`src/rtl/irq_nest_pkg.sv`:
```
package irq_nest_pkg;

  localparam int SRC_N = 9;
  localparam int LVL_W = 2;
  localparam int VEC_W = 16;

  // configuration byte map (region bases)
  localparam int CFG_EN_BASE  = 0;
  localparam int CFG_LO_BASE  = 4;
  localparam int CFG_HI_BASE  = 8;
  localparam int CFG_GIE_ADDR = 12;

  // fixed vector per polling index
  function automatic logic [VEC_W-1:0] src_vector(input int idx);
    logic [VEC_W-1:0] v;
    case (idx)
      0:       v = VEC_W'(16'h0003);
      1:       v = VEC_W'(16'h000B);
      2:       v = VEC_W'(16'h0013);
      3:       v = VEC_W'(16'h001B);
      4:       v = VEC_W'(16'h0033);
      5:       v = VEC_W'(16'h0023);
      6:       v = VEC_W'(16'h002B);
      7:       v = VEC_W'(16'h0043);
      8:       v = VEC_W'(16'h0053);
      default: v = VEC_W'(3 + 8 * idx);
    endcase
    return v;
  endfunction

endpackage

```
`src/rtl/irq_cfg_regs.sv`:
```
module irq_cfg_regs
  import irq_nest_pkg::*;
#(
  parameter int N_SRC  = SRC_N,
  parameter int ADDR_W = 4
) (
  input  logic              clk,
  input  logic              rst,
  input  logic              we,
  input  logic [ADDR_W-1:0] addr,
  input  logic [7:0]        wdata,
  output logic [N_SRC-1:0]  en,
  output logic [N_SRC-1:0]  plo,
  output logic [N_SRC-1:0]  phi,
  output logic              gie
);

  int addr_i;
  assign addr_i = int'(addr);

  always_ff @(posedge clk) begin
    if (rst) begin
      en  <= '0;
      plo <= '0;
      phi <= '0;
      gie <= 1'b0;
    end else if (we) begin
      for (int i = 0; i < N_SRC; i++) begin
        if (addr_i == CFG_EN_BASE + i / 8) en[i]  <= wdata[i % 8];
        if (addr_i == CFG_LO_BASE + i / 8) plo[i] <= wdata[i % 8];
        if (addr_i == CFG_HI_BASE + i / 8) phi[i] <= wdata[i % 8];
      end
      if (addr_i == CFG_GIE_ADDR) gie <= wdata[0];
    end
  end

endmodule

```
`src/rtl/irq_svc_track.sv`:
```
module irq_svc_track #(
  parameter int LVL_W = 2,
  localparam int LVL_N = 1 << LVL_W
) (
  input  logic             clk,
  input  logic             rst,
  input  logic             ack,
  input  logic [LVL_W-1:0] ack_lvl,
  input  logic             ret,
  output logic [LVL_N-1:0] svc,
  output logic             busy,
  output logic [LVL_W-1:0] cur_lvl
);

  logic [LVL_N-1:0] svc_nx;

  always_comb begin
    busy    = 1'b0;
    cur_lvl = '0;
    for (int l = 0; l < LVL_N; l++) begin
      if (svc[l]) begin
        busy    = 1'b1;
        cur_lvl = LVL_W'(l);
      end
    end
  end

  // return clears innermost level first, then acknowledge adds its level
  always_comb begin
    svc_nx = svc;
    if (ret && busy) svc_nx[cur_lvl] = 1'b0;
    if (ack)         svc_nx[ack_lvl] = 1'b1;
  end

  always_ff @(posedge clk) begin
    if (rst) svc <= '0;
    else     svc <= svc_nx;
  end

endmodule

```
`src/rtl/irq_arbiter.sv`:
```
module irq_arbiter #(
  parameter int N_SRC = 9,
  parameter int LVL_W = 2,
  localparam int LVL_N = 1 << LVL_W,
  localparam int IDX_W = $clog2(N_SRC)
) (
  input  logic [N_SRC-1:0] pend,
  input  logic [N_SRC-1:0] plo,
  input  logic [N_SRC-1:0] phi,
  input  logic             busy,
  input  logic [LVL_W-1:0] cur_lvl,
  output logic             win_valid,
  output logic [IDX_W-1:0] win_idx,
  output logic [LVL_W-1:0] win_lvl
);

  logic [LVL_W-1:0] src_lvl [N_SRC];
  logic [LVL_N-1:0] lvl_hit;

  generate
    for (genvar s = 0; s < N_SRC; s++) begin : g_src
      assign src_lvl[s] = LVL_W'({phi[s], plo[s]});
    end
    for (genvar l = 0; l < LVL_N; l++) begin : g_lvl
      logic [N_SRC-1:0] at_lvl;
      for (genvar s = 0; s < N_SRC; s++) begin : g_m
        assign at_lvl[s] = pend[s] && (src_lvl[s] == LVL_W'(l));
      end
      assign lvl_hit[l] = |at_lvl;
    end
  endgenerate

  // stage 1: highest eligible level
  always_comb begin
    win_valid = 1'b0;
    win_lvl   = '0;
    for (int l = LVL_N - 1; l >= 0; l--) begin
      if (!win_valid && lvl_hit[l] && (!busy || LVL_W'(l) > cur_lvl)) begin
        win_valid = 1'b1;
        win_lvl   = LVL_W'(l);
      end
    end
  end

  // stage 2: first source in polling order at that level
  always_comb begin
    win_idx = '0;
    for (int s = N_SRC - 1; s >= 0; s--) begin
      if (pend[s] && src_lvl[s] == win_lvl) win_idx = IDX_W'(s);
    end
  end

endmodule

```
`src/rtl/irq_nest_ctrl.sv`:
```
module irq_nest_ctrl
  import irq_nest_pkg::*;
#(
  parameter int N_SRC  = SRC_N,
  parameter int PLVL_W = LVL_W,
  parameter int VADR_W = VEC_W,
  parameter int ADDR_W = 4,
  localparam int LVL_N = 1 << PLVL_W,
  localparam int IDX_W = $clog2(N_SRC)
) (
  input  logic              clk,
  input  logic              rst,
  input  logic [N_SRC-1:0]  irq_src,
  input  logic              cfg_we,
  input  logic [ADDR_W-1:0] cfg_addr,
  input  logic [7:0]        cfg_wdata,
  input  logic              int_ack,
  input  logic              int_ret,
  output logic              int_req,
  output logic [VADR_W-1:0] int_vec,
  output logic [PLVL_W-1:0] int_lvl,
  output logic [LVL_N-1:0]  svc_levels
);

  logic [N_SRC-1:0]  en, plo, phi, pend;
  logic              gie;
  logic              busy;
  logic [PLVL_W-1:0] cur_lvl;
  logic              win_valid;
  logic [IDX_W-1:0]  win_idx;
  logic [PLVL_W-1:0] win_lvl;
  logic              ack_ok;

  irq_cfg_regs #(.N_SRC(N_SRC), .ADDR_W(ADDR_W)) u_cfg (
    .clk(clk), .rst(rst), .we(cfg_we), .addr(cfg_addr), .wdata(cfg_wdata),
    .en(en), .plo(plo), .phi(phi), .gie(gie)
  );

  assign pend   = irq_src & en & {N_SRC{gie}};
  assign ack_ok = int_ack && int_req;

  irq_svc_track #(.LVL_W(PLVL_W)) u_svc (
    .clk(clk), .rst(rst), .ack(ack_ok), .ack_lvl(int_lvl), .ret(int_ret),
    .svc(svc_levels), .busy(busy), .cur_lvl(cur_lvl)
  );

  irq_arbiter #(.N_SRC(N_SRC), .LVL_W(PLVL_W)) u_arb (
    .pend(pend), .plo(plo), .phi(phi), .busy(busy), .cur_lvl(cur_lvl),
    .win_valid(win_valid), .win_idx(win_idx), .win_lvl(win_lvl)
  );

  always_ff @(posedge clk) begin
    if (rst) begin
      int_req <= 1'b0;
      int_vec <= '0;
      int_lvl <= '0;
    end else if (int_req) begin
      if (int_ack || !gie) int_req <= 1'b0;
    end else if (win_valid) begin
      int_req <= 1'b1;
      int_vec <= VADR_W'(src_vector(int'(win_idx)));
      int_lvl <= win_lvl;
    end
  end

endmodule

```
`config.mk`:
```
export PLATFORM = sky130hd
export DESIGN_NAME = irq_nest_ctrl
export DESIGN_NICKNAME = d
export VERILOG_FILES = /design/src/rtl/irq_nest_pkg.sv /design/src/rtl/irq_cfg_regs.sv /design/src/rtl/irq_svc_track.sv /design/src/rtl/irq_arbiter.sv /design/src/rtl/irq_nest_ctrl.sv
export SDC_FILE = /design/constraint.sdc
export NUM_CORES = 1
export LEC_CHECK = 0
export CAP_MARGIN = 20
export CORE_MARGIN = 4
export CORE_UTILIZATION = 47
export DETAILED_ROUTE_END_ITERATION = 12
export PLACE_DENSITY = 0.81
export SLEW_MARGIN = 20
export SYNTH_ARGS = -nofsm -noshare
export SYNTH_HDL_FRONTEND = slang
export SYNTH_SLANG_ARGS = --single-unit
export TNS_END_PERCENT = 5
```
`constraint.sdc`:
```
create_clock -name clk -period 3.5 [get_ports clk]
set_input_delay 0.7 -clock clk [delete_from_list [all_inputs] [get_ports clk]]
set_output_delay 0.7 -clock clk [all_outputs]
set_load 0.02 [all_outputs]
```
After elaboration in Yosys (flattened, before gate mapping)
Cells that the tools add are included.

Output and inout bits: 23. Register bits after elaboration: 51. Logic and storage cells: 199.

Eq/ne operators: 50. Muxes and demuxes: 34. Reductions and logical operators: 89. Add/sub/neg operators: 1. Bitwise operators: 6. Magnitude comparators: 8.

Operators by type and width (count): $pmux 8 s9 (1); $logic_and 1x1->1 (56); $mux 4 (11); $eq 2x2->1 const B (18); $reduce_or 9->1 (4); $logic_not 32->1 (1); $eq 4x3->1 const B (5); $eq 4x4->1 const B (5); $and 9x9->9 (2); $eq 2x1->1 const B (9); $eq 2x2->1 (9); $logic_not 2->1 (9); $reduce_and 2->1 (8); $mux 1 (14); $eq 4x2->1 const B (3); $mux 2 (6); $add 2x7->8 const A (1); $lt 2x3->1 const B (2); $logic_not 1->1 (5); $logic_or 1x1->1 (5); $and 4x4->4 (1); $demux 1 s2 (2); $eq 4x1->1 const B (1); $ge 2x1->1 const B (2); 6 further kinds (8).

Depth between registers and ports, before layout
Depth after elaboration: 33. Gate-level depth with buffers: 14. Gate-level depth less buffers: 11.

Cells and area by module
A second synthesis with hierarchy kept.

Cells, all modules: 300. Area total of the unflattened synthesis: 2611.3 µm².

By module, submodules not included: irq_cfg_regs (times used 1, cells an instance 107, area each 1169.9 µm²); irq_arbiter (times used 1, cells an instance 112, area each 783.3 µm²); irq_nest_ctrl (times used 1, cells an instance 61, area each 478.0 µm²); irq_svc_track (times used 1, cells an instance 20, area each 180.2 µm²).

Worst setup path before layout
No wires, ideal clock.

Kind: input to register. Start: input irq_src[0]. End: register int_vec[6]. Arrival: 3501 ps. Data required time: 3384 ps. Buffers on the path: 1. Setup slack: -117 ps. Stages on the path: 12. Path through: and3_1 > a32o_1 > or4_1 > a2111o_1 > a31oi_2 > buf_6 > xnor2_1 > or3_4 > a311oi_2 > nor3_1 > mux2_2 > a41o_1.

Word-level cells in the longest chain between the ends: 31.

RTL lines: from (decl) (RTL line irq_nest_ctrl.sv:13) `input logic [N_SRC-1:0] irq_src,`; $and 9x9->9 (*) (2 in a row) (RTL line irq_nest_ctrl.sv:39) `assign pend = irq_src & en & {N_SRC{gie}};`; $logic_and 1x1->1 (RTL line irq_arbiter.sv:27) `assign at_lvl[s] = pend[s] && (src_lvl[s] == LVL_W'(l));`; $reduce_or 9->1 (RTL line irq_arbiter.sv:29) `assign lvl_hit[l] = |at_lvl;`; $logic_and 1x1->1 (RTL line irq_arbiter.sv:38) `if (!win_valid && lvl_hit[l] && (!busy || LVL_W'(l) > cur_lvl)) begin`; $mux 1 (RTL line irq_arbiter.sv:38); $logic_not 1->1 (RTL line irq_arbiter.sv:38); $logic_and 1x1->1 (2 in a row) (RTL line irq_arbiter.sv:38); $mux 1 (RTL line irq_arbiter.sv:38); [4 not listed]; $logic_not 1->1 (RTL line irq_arbiter.sv:38); $logic_and 1x1->1 (2 in a row) (RTL line irq_arbiter.sv:38); $mux 2 (RTL line irq_arbiter.sv:38); $eq 2x2->1 (RTL line irq_arbiter.sv:49) `if (pend[s] && src_lvl[s] == win_lvl) win_idx = IDX_W'(s);`; $logic_and 1x1->1 (RTL line irq_arbiter.sv:49); $mux 4 (9 in a row) (RTL line irq_arbiter.sv:49); $add 2x7->8, or another cell as far along (RTL line irq_nest_pkg.sv:26) `default: v = VEC_W'(3 + 8 * idx);`; $pmux 8 s9 (RTL line irq_nest_pkg.sv:16) `case (idx)`; to (signal assigned) (RTL line irq_nest_ctrl.sv:61) `int_vec <= VADR_W'(src_vector(int'(win_idx)));`; to (decl) (RTL line irq_nest_ctrl.sv:20) `output logic [VADR_W-1:0] int_vec,`.

Every way passes the cells marked *; elsewhere a longest branch is shown, timed or not. A chain may end at the register's enable or synchronous reset.

Worst setup path in the final report
Start: input irq_src[0]. End: register int_vec[4].

Word-level cells in the longest chain between the ends: 31.

RTL lines (RTL line): $and 9x9->9 (*) (2 in a row) (irq_nest_ctrl.sv:39); branches (longest 29 deep; another with $reduce_or 9->1).

Every way passes the cells marked *.

==> results.toml <==
[outcome]
outcome = "completed"

[setup_path]
path_buf_inv = 5
timing.critical_path.max_delay_family = "compound AO/OA/AOI/OAI gates"
worstSetupPathType = "primary input to register"
critPathArrivalTime_ns = 3.63
critPathMaxStageDelay_ns = 0.46
cp_common_cell = "sky130_fd_sc_hd__buf_4"
sort_of_element_at_the_end_of_the_critical_path = "register"
crit_required_ns = 3.70
crit_path_cell_trace = "buf_2 > and3_4 > a32o_1 > or4_1 > a2111o_1 > a31oi_4 > buf_4 > buf_4 > nand3_1 > nand3_2 > buf_4 > nor2_1 > nor3_2 > buf_4 > o21bai_1 > a41o_1"
critical-path-slowest-cell = "sky130_fd_sc_hd__or4_1"
worst-path-max-fanout = 7
critical_path.startpoint_type = "primary input"

[timing]
report.final.setup_viol = 0
finalHoldWorstSlack_ns = 0.462
final.setup_skew_ns = 0.00424
worst-slew-pin-transition_ns = 0.647
max_freq_ghz = 0.291
min_period_over_period_pct = 98.1
number_of_hold_slack_violations_in_the_final_timing_report = 0
max_slew_margin_pct = 56.7
timing.final.crit_period_ns = 3.43
timing_max_transition_violations_final = 0

[clock_network]
cts_sinks = 40
postCtsHoldBufs = 0
clock_latency_ns = 0.30
ctsRootBufferMaster = "sky130_fd_sc_hd__clkbuf_8"
cts_buffers = 5
cts.path.max_buffers = 2
clk_transition_reported_paths_ns = 0.07
cts_htree_levels = 2
tritoncts = "done"

[final_layout]
fill_cells = 448
fin_nets = 400
area_delta_synth_final_pct = 34.5
diodes_inserted = 0
drive_above_1_share_pct = 17.3

[logic_synthesis]
netlist_top_cells_count = "sky130_fd_sc_hd__nor2_1 (53), sky130_fd_sc_hd__dfxtp_1 (40), sky130_fd_sc_hd__mux2i_1 (31)"
synth_ff_type = "sky130_fd_sc_hd__dfxtp_1"
synthArstFlopShare_pct = 0
ys_top_cells_by_area = "sky130_fd_sc_hd__dfxtp_1 (33%), sky130_fd_sc_hd__mux2i_1 (13%), sky130_fd_sc_hd__nor2_1 (8.1%)"
syn-cell-area_mm2 = 0.00246
syn_avg_cell_area_um2 = 8.10
syn-instance-count = 304
synth_warnings = 0
synth_top_area_share_pct = 32.5
ys_seq_area_share_pct = 32.5
count_leader_synth = "sky130_fd_sc_hd__nor2_1"
post_synth_top_area_cell = "sky130_fd_sc_hd__dfxtp_1"
synth.distinct_cells = 57
ys_ff_latch = 40
synth-edff-count = 0

[power]
leakagePower_nw = 1.50
fin_total_pwr_mw = 0.954
worst_ir_drop_vdd_v = 0.000214
power_density_mw_per_mm2 = 288

[worst_hold_path]
min_path_type = "register to register"

[grt]
grt_start_max_net_pins = 43
first_pass_grt_wire_length_mm = 11.3
grt_overflow = 0
first_global_vias = 2413
grt_antenna_before_repair = 0
grt_use_total_pct = 22.4

[floorplanning]
start_util_pct = 48.2
ios = 49
floorplan.die_area_mm2 = 0.00646
core_mm2 = 0.00511
rows = 26
die_height_um = 80.4
chip_width_um = 80.4

[detailed_routing]
drcViolationCount = 0
vias_per_cell = 5.66
routed_wire_length_per_instance_um = 15.6
dr.pass1.iters = 5
total_number_of_vias = 2518
drtAntennaViolNets = 0
initialDrtViolationCount = 219
totalWireLength_mm = 6.95

[run]
timing.max_cap.violations = 0

[place]
finalWeightedCongestion = 0.991
place.port_buffers = 38
dp_hpwl_mm = 5.07
worst paths after layout:
kind	start	to	slack [ns]	cells after the start
setup / recovery	irq_src[0]	int_vec[4]	0.07	16
hold / removal	int_vec[5]	int_vec[5]	0.46	2
setup reg to reg	u_cfg.gie	int_vec[4]	0.13	15
hold reg to reg	int_vec[5]	int_vec[5]	0.46	2
report_power, final:
group / internal, mW / leakage, nW / switching (mW)
registers: 0.459 / 0.323 / 0.00594
clock network: 0.252 / 0.0645 / 0.164
logic: 0.0358 / 1.11 / 0.0382
kinds of logic (layout without fill, tap and decap cells):
kind of cell           count (synthesis)  count (layout)  share of synthesized area, %
XOR/XNOR                              13              13                          4.62
AND/OR/NAND/NOR                      143             143                          29.6
AO/OA/AOI/OAI                         45              45                          13.4
other                                  1              10                         0.152
flip-flops                            40              40                          32.5
multiplexers                          32              32                          13.1
buffers and inverters                 30              92                          6.66
per-stage QoR:
stage	worst slack, ns	utilization [%]	setup TNS, ns	instances	area (um^2)
2_1_floorplan	-0.0652	-	-0.0652	313	2500
3_3_place_gp	-0.440	60.0	-1.47	431	3070
3_5_place_dp	-0.515	60.0	-1.66	431	3070
4_1_cts	0.0108	63.7	0	444	3260
5_1_grt	-0.0425	64.8	-0.0534	445	3310
6_report	0.0677	64.8	0	445	3310
sequential cells by signal, summed over array words and instances, names as in the netlist:
register,flops
u_cfg.phi,9
u_cfg.gie,1
int_vec,5
u_cfg.plo,9
int_req,1
u_cfg.en,9
u_svc.svc,4
int_lvl,2
tightest hold or removal path, cell delays in order, from the launching register on:
cell	delay, ns
sky130_fd_sc_hd__dfxtp_1	0.31
sky130_fd_sc_hd__nand2_1	0.05
sky130_fd_sc_hd__a21oi_1	0.05
layer usage:
metal	vias to the layer above	GRT usage, %	share of wire (%)
met5	-	0	0
met4	0	10.5	2.7
met3	23	5.04	6.3
met2	95	36.8	49
met1	1182	27.6	42
li1	1218	-	-
area by class of cell:
class	instances	area, um^2	area share (%)
tap	70	87.6	2.64
clock inverter	1	30.0	0.907
multi-input combinational	243	1620	48.8
inverter	9	33.8	1.02
timing repair buffer	75	644	19.5
clock buffer	7	96.3	2.91
sequential	40	802	24.2
timing repair:
action                                  in CTS  in global routing
buffers inserted                             5                  1
endpoints found under the setup margin       4                  4
pin swaps                                   12                  5
cloned                                       0                  0
gates resized for setup                     22                  7
cell usage in the layout, fill, tap and decap left out, types with 3 or more instances in the layout:
master,instances
sky130_fd_sc_hd__o21ai_1,5
sky130_fd_sc_hd__and3_1,4
sky130_fd_sc_hd__o21ai_0,4
sky130_fd_sc_hd__clkbuf_8,7
sky130_fd_sc_hd__xor2_1,3
sky130_fd_sc_hd__dfxtp_1,39
sky130_fd_sc_hd__and4b_1,3
sky130_fd_sc_hd__nor3_1,12
sky130_fd_sc_hd__mux2i_1,31
sky130_fd_sc_hd__nand2_1,17
sky130_fd_sc_hd__nand3b_1,6
sky130_fd_sc_hd__inv_1,8
sky130_fd_sc_hd__a21oi_1,10
sky130_fd_sc_hd__conb_1,10
sky130_fd_sc_hd__dlygate4sd2_1,3
sky130_fd_sc_hd__clkdlybuf4s50_1,33
sky130_fd_sc_hd__nand2b_1,3
sky130_fd_sc_hd__nand4_1,4
sky130_fd_sc_hd__nand3_1,14
sky130_fd_sc_hd__buf_4,37
sky130_fd_sc_hd__nor3b_1,5
sky130_fd_sc_hd__nor2_1,52
sky130_fd_sc_hd__xnor2_1,10
No activity file was read; power rests on OpenSTA's default activity.
